File: src/rtl/pll_lock_pkg.sv
package pll_lock_pkg;

    typedef enum logic {
        LK_ACQUIRE = 1'b0,
        LK_LOCKED  = 1'b1
    } lock_state_e;

    typedef enum logic {
        PH_BLACKOUT = 1'b0,
        PH_MONITOR  = 1'b1
    } track_phase_e;

    // Terminal count of a span of 2^exp clocks.
    function automatic int unsigned span_last(input int unsigned exp);
        return (32'd1 << exp) - 32'd1;
    endfunction

    // Slip threshold for a selector value: 2^sel.
    function automatic int unsigned slip_limit(input int unsigned sel);
        return 32'd1 << sel;
    endfunction

endpackage

File: src/rtl/lock_acq_timer.sv
module lock_acq_timer
    import pll_lock_pkg::*;
#(
    parameter int SEL_W    = 3,
    parameter int BASE_EXP = 4
) (
    input  logic             clk,
    input  logic             rst,
    input  logic             run,
    input  logic             slip,
    input  logic [SEL_W-1:0] sel,
    output logic             done
);
    localparam int CNT_W = (1 << SEL_W) - 1 + BASE_EXP;

    logic [CNT_W-1:0] clean_cnt;
    logic             at_end;

    always_comb begin
        at_end = (clean_cnt == CNT_W'(span_last(int'(sel) + BASE_EXP)));
        done   = run && !slip && at_end;
    end

    always_ff @(posedge clk) begin
        if (rst || !run) begin
            clean_cnt <= '0;
        end else if (slip || at_end) begin
            clean_cnt <= '0;
        end else begin
            clean_cnt <= clean_cnt + 1'b1;
        end
    end
endmodule

File: src/rtl/slip_window_tracker.sv
module slip_window_tracker
    import pll_lock_pkg::*;
#(
    parameter int BLANK_W  = 3,
    parameter int SLIP_W   = 2,
    parameter int BASE_EXP = 4
) (
    input  logic               clk,
    input  logic               rst,
    input  logic               run,
    input  logic               slip,
    input  logic [BLANK_W-1:0] blank_sel,
    input  logic [SLIP_W-1:0]  slip_sel,
    output logic               unlock_hit
);
    localparam int CNT_W = (1 << BLANK_W) - 1 + BASE_EXP;
    localparam int SC_W  = 1 << SLIP_W;

    track_phase_e     phase;
    logic [CNT_W-1:0] span_cnt;
    logic [SC_W-1:0]  slip_cnt;
    logic             rollover;
    logic [SC_W-1:0]  tally;

    always_comb begin
        rollover   = (span_cnt == CNT_W'(span_last(int'(blank_sel) + BASE_EXP)));
        // a slip on the rollover edge opens the new window's count
        tally      = (rollover ? '0 : slip_cnt) + SC_W'(slip);
        unlock_hit = run && (phase == PH_MONITOR) &&
                     (tally >= SC_W'(slip_limit(int'(slip_sel))));
    end

    always_ff @(posedge clk) begin
        if (rst || !run) begin
            phase    <= PH_BLACKOUT;
            span_cnt <= '0;
            slip_cnt <= '0;
        end else begin
            span_cnt <= rollover ? '0 : span_cnt + 1'b1;
            if (phase == PH_BLACKOUT) begin
                slip_cnt <= '0;
                if (rollover) begin
                    phase <= PH_MONITOR;
                end
            end else begin
                slip_cnt <= tally;
            end
        end
    end
endmodule

File: src/rtl/lock_state_ctrl.sv
module lock_state_ctrl
    import pll_lock_pkg::*;
(
    input  logic        clk,
    input  logic        rst,
    input  logic        enable,
    input  logic        force_hi,
    input  logic        acq_done,
    input  logic        unlock_hit,
    output lock_state_e state,
    output logic        lock_flag
);
    lock_state_e state_nxt;

    always_comb begin
        state_nxt = state;
        if (!enable) begin
            state_nxt = LK_ACQUIRE;
        end else begin
            unique case (state)
                LK_ACQUIRE: if (acq_done)   state_nxt = LK_LOCKED;
                LK_LOCKED:  if (unlock_hit) state_nxt = LK_ACQUIRE;
                default:    state_nxt = LK_ACQUIRE;
            endcase
        end
    end

    always_ff @(posedge clk) begin
        if (rst) begin
            state     <= LK_ACQUIRE;
            lock_flag <= 1'b0;
        end else begin
            state     <= state_nxt;
            lock_flag <= force_hi || (state_nxt == LK_LOCKED);
        end
    end
endmodule

File: src/rtl/pll_slip_lock_det.sv
module pll_slip_lock_det
    import pll_lock_pkg::*;
#(
    parameter int LOCK_SEL_W  = 3,
    parameter int BLANK_SEL_W = 3,
    parameter int SLIP_SEL_W  = 2,
    parameter int BASE_EXP    = 4
) (
    input  logic                   clk,
    input  logic                   rst,
    input  logic                   synth_en,
    input  logic                   slip_pulse,
    input  logic [LOCK_SEL_W-1:0]  lock_dly_sel,
    input  logic [BLANK_SEL_W-1:0] blank_sel,
    input  logic [SLIP_SEL_W-1:0]  slip_sel,
    input  logic                   force_lock,
    output logic                   lock_det
);
    lock_state_e state;
    logic        acq_run;
    logic        trk_run;
    logic        acq_done;
    logic        unlock_hit;

    assign acq_run = synth_en && (state == LK_ACQUIRE);
    assign trk_run = synth_en && (state == LK_LOCKED);

    lock_acq_timer #(
        .SEL_W    (LOCK_SEL_W),
        .BASE_EXP (BASE_EXP)
    ) u_acq (
        .clk  (clk),
        .rst  (rst),
        .run  (acq_run),
        .slip (slip_pulse),
        .sel  (lock_dly_sel),
        .done (acq_done)
    );

    slip_window_tracker #(
        .BLANK_W  (BLANK_SEL_W),
        .SLIP_W   (SLIP_SEL_W),
        .BASE_EXP (BASE_EXP)
    ) u_trk (
        .clk        (clk),
        .rst        (rst),
        .run        (trk_run),
        .slip       (slip_pulse),
        .blank_sel  (blank_sel),
        .slip_sel   (slip_sel),
        .unlock_hit (unlock_hit)
    );

    lock_state_ctrl u_ctrl (
        .clk        (clk),
        .rst        (rst),
        .enable     (synth_en),
        .force_hi   (force_lock),
        .acq_done   (acq_done),
        .unlock_hit (unlock_hit),
        .state      (state),
        .lock_flag  (lock_det)
    );
endmodule

File: config.mk
export PLATFORM = sky130hd
export DESIGN_NAME = pll_slip_lock_det
export DESIGN_NICKNAME = d
export VERILOG_FILES = /design/src/rtl/pll_lock_pkg.sv /design/src/rtl/lock_acq_timer.sv /design/src/rtl/slip_window_tracker.sv /design/src/rtl/lock_state_ctrl.sv /design/src/rtl/pll_slip_lock_det.sv
export SDC_FILE = /design/constraint.sdc
export NUM_CORES = 1
export LEC_CHECK = 0
export ABC_AREA = 1
export CORE_MARGIN = 1
export CORE_UTILIZATION = 49
export CTS_BUF_LIST = sky130_fd_sc_hd__clkbuf_2
export DETAILED_ROUTE_END_ITERATION = 10
export DONT_BUFFER_PORTS = 1
export GPL_ROUTABILITY_DRIVEN = 0
export GPL_TIMING_DRIVEN = 0
export PLACE_DENSITY = 0.68
export SLEW_MARGIN = 20
export SYNTH_ARGS = -nofsm -noshare
export SYNTH_HDL_FRONTEND = slang
export SYNTH_SLANG_ARGS = --single-unit
export TNS_END_PERCENT = 30
File: constraint.sdc
create_clock -name clk -period 3.2 [get_ports clk]
set_input_delay 0.16 -clock clk [delete_from_list [all_inputs] [get_ports clk]]
set_output_delay 0.16 -clock clk [all_outputs]
set_load 0.05 [all_outputs]
==> metrics <==
CP arrival=2700 ps; grt ovf=0; clk buf depth=2; final hold violations=0; DP Cell Count=274; final design utilization=0.556; Comb power frac=0.059; CTS tree=built; Post-Synth Adder-Cell Area=0.0469; Layout Nets=258; Synthesis Warnings=0; setup TNS=0 ps; Finished Layout Cells=283; first-pass GRT wire length=4830 µm; clock share of power=0.301; ANT nets after route=0; synthesized area=0.00160 mm²; Crit. End Element=flip-flop; WS Path Type=flip-flop to flip-flop; power per standard cell area=334 mW/mm²; # IOs=14; Max Slew Vio Count=0; DIE HEIGHT=59.2 µm; share of the yosys chip area belonging to registers=0.362; # setup viols final=0; # rows=20; Max-Cap Viols=0; Die Area=0.00350 mm²; CTS root buf=clkbuf_2; Post-Place Worst Slack=800 ps; Crit Path Max Fanout=7; Worst R2R Start=u_trk.span_cnt[0]; CP Buf/Inv Count=3; vias in the first global route=1213; via count=1354; Layout area overhead=6.80%; Reg power frac=0.641; RSZ-0062 raised after global routing=no; Inserted Diodes=0; pin count of the biggest net entering global routing=11; XOR/XNOR share of the synthesized area=0.0547; Gate Count Post-Synth=230; final setup margin=799 ps; sw power=143 µW; most frequent cells in the layout=54 x nand2_1, 34 x nor2_1, 29 x dfxtp_1; Tightest Pin Transition=482 ps; Die X=59.2 µm; simple-gate portion of the synthesized area=0.388; drt pass-1 iters=4; Port Buffers=0; iteration-0 DRC count of the detailed router=64; CP max stage delay=370 ps; delay-heaviest family, CP=simple AND/OR/NAND/NOR gates; worst hold start=rst; status=completed; cells taking the most area after synthesis=dfxtp_1 36%, nand2_1 13%, nor2_1 8.0%; leakage power=0.729 nW; Post-Route WL=2790 µm; switching part of the total=0.251; Tcrit/Tclk final=0.750; fmax=416 MHz; CTS buffer count=5; Worst-path clk slew=140 ps; layout cells sized above 1=0.0962; clk sink count=29; CP Cell Sequence=ha_1, nand3_1, nor2_1, nand2_1, nor2_4, nand3_4, nand2_4, nor2_4, inv_2, nand2_1, nand2_1, inv_1, ha_1, inv_1, nor2_1, o211ai_1, nand3_1, nand3_1, nand2_1, nand3_1; Tmin final=2400 ps; CP Launch Type=flip-flop; Data required, critical path=3500 ps; Synth Area in Compound Gates=0.0672; Synth area leader=dfxtp_1; hpwl dp=2110 µm; post-CTS resize count=0; drt wl/cell=9.86 µm; Distinct cells, synth=28; GRT Overall Usage=0.185; multiplexer area fraction after synthesis=0; Hold Slack=24.1 ps; CTS H-tree depth=2; Avg Inst Size Synth=6.96 µm²; DRC=0; Initial Util=0.520; Worst VDD drop=0.000226 V; Rel. slew slack=0.678; initial antenna violation count=0; flops & latches, synth=29; Synth top area share=0.363; Cell Int Power=427 µW; via/cell ratio=4.78; Synthesized Nets=249; largest family of logic cells by synthesized area=simple AND/OR/NAND/NOR gates; CORE AREA=0.00308 mm²; launch point of the critical path=u_trk.span_cnt[0]; skew final=10.5 ps; worst min-delay path class=input port to flip-flop; commonest non-fill, non-tap cell in the layout=nand2_1; CP max-delay cell=dfxtp_1; clock latency on the worst-skew pair=350 ps
[sequential cells by signal, summed over array words and instances (netlist names)]
register	cells
u_trk.slip_cnt	4
u_ctrl.lock_flag	1
u_trk.span_cnt	11
u_acq.clean_cnt	11
u_ctrl.state	1
u_trk.phase	1
[synth_stat cells]
cell type,number
o21ai_0,9
nand3_2,1
o31ai_1,1
o21bai_1,1
nor3_1,7
nor2_1,34
o211ai_1,1
xor2_1,7
and3_1,1
nand2_2,2
nand3_4,1
nor3b_1,3
buf_2,1
xnor2_1,3
inv_1,28
o21ai_1,1
nand2_4,1
dfxtp_1,29
nor2_4,4
nand4_1,5
nand2_1,54
buf_4,1
ha_1,6
nand3_1,15
nor4_1,1
or2_2,3
a21oi_1,7
inv_2,3
[cells by family (layout without fill, tap and decap cells)]
| family | Yosys count | count (layout) |
|---|---|---|
| xor+xnor | 10 | 10 |
| buf+inv | 33 | 42 |
| compound gates | 20 | 20 |
| flops | 29 | 29 |
| fa+ha+maj | 6 | 6 |
| simple gates | 132 | 132 |
[power groups by stage]
stage | registers (mW) | logic [mW] | clock network (mW)
6_report | 0.366 | 0.0334 | 0.172
5_1_grt | 0.366 | 0.0388 | 0.194
4_1_cts | 0.366 | 0.0327 | 0.175
3_5_place_dp | 0.373 | 0.0315 | 0
3_3_place_gp | 0.373 | 0.0313 | 0
2_1_floorplan | 0.373 | 0.0268 | 0
[stage by stage]
stage               power [mW]  area, µm²
finish                   0.571       1710
global route             0.599       1710
CTS                      0.574       1700
detailed placement       0.405       1660
global placement         0.405       1660
floorplan                0.400       1600
[path summary, 6_finish.rpt]
kind	end	slack [ps]	cells past startpoint
setup / recovery	u_ctrl.lock_flag	800	20
hold / removal	u_trk.phase	20	3
setup reg to reg	u_ctrl.lock_flag	800	20
hold reg to reg	u_trk.span_cnt[0]	450	1
[worst min-delay path: cells and delay by family]
kind,cells,cell delay (ps)
AND/OR/NAND/NOR,1,60
AO/OA/AOI/OAI,1,70
buffers and inverters,1,50
[repair_timing]
item	CTS	global route
buffers inserted	0	0
endpoints found under the hold margin	1	1
hold buffers	1	1
[per-layer routing]
layer	track usage	up-vias	wire [µm]
met5	0	-	0
met4	0.0816	0	65
met3	0.0677	8	109
met2	0.287	19	1240
met1	0.228	579	1380
li1	-	748	-
[layout make-up]
| type | instances | area [µm²] |
|---|---|---|
| fill | 335 | 1370 |
| clock buffer | 6 | 30.0 |
| buffer | 2 | 12.5 |
| multi-input combinational | 168 | 892 |
| tap | 44 | 55.1 |
| inverter | 31 | 116 |
| timing repair buffer | 2 | 20.0 |
| sequential | 29 | 581 |
| clock inverter | 1 | 3.75 |
Power figures use the tool's default switching activity.
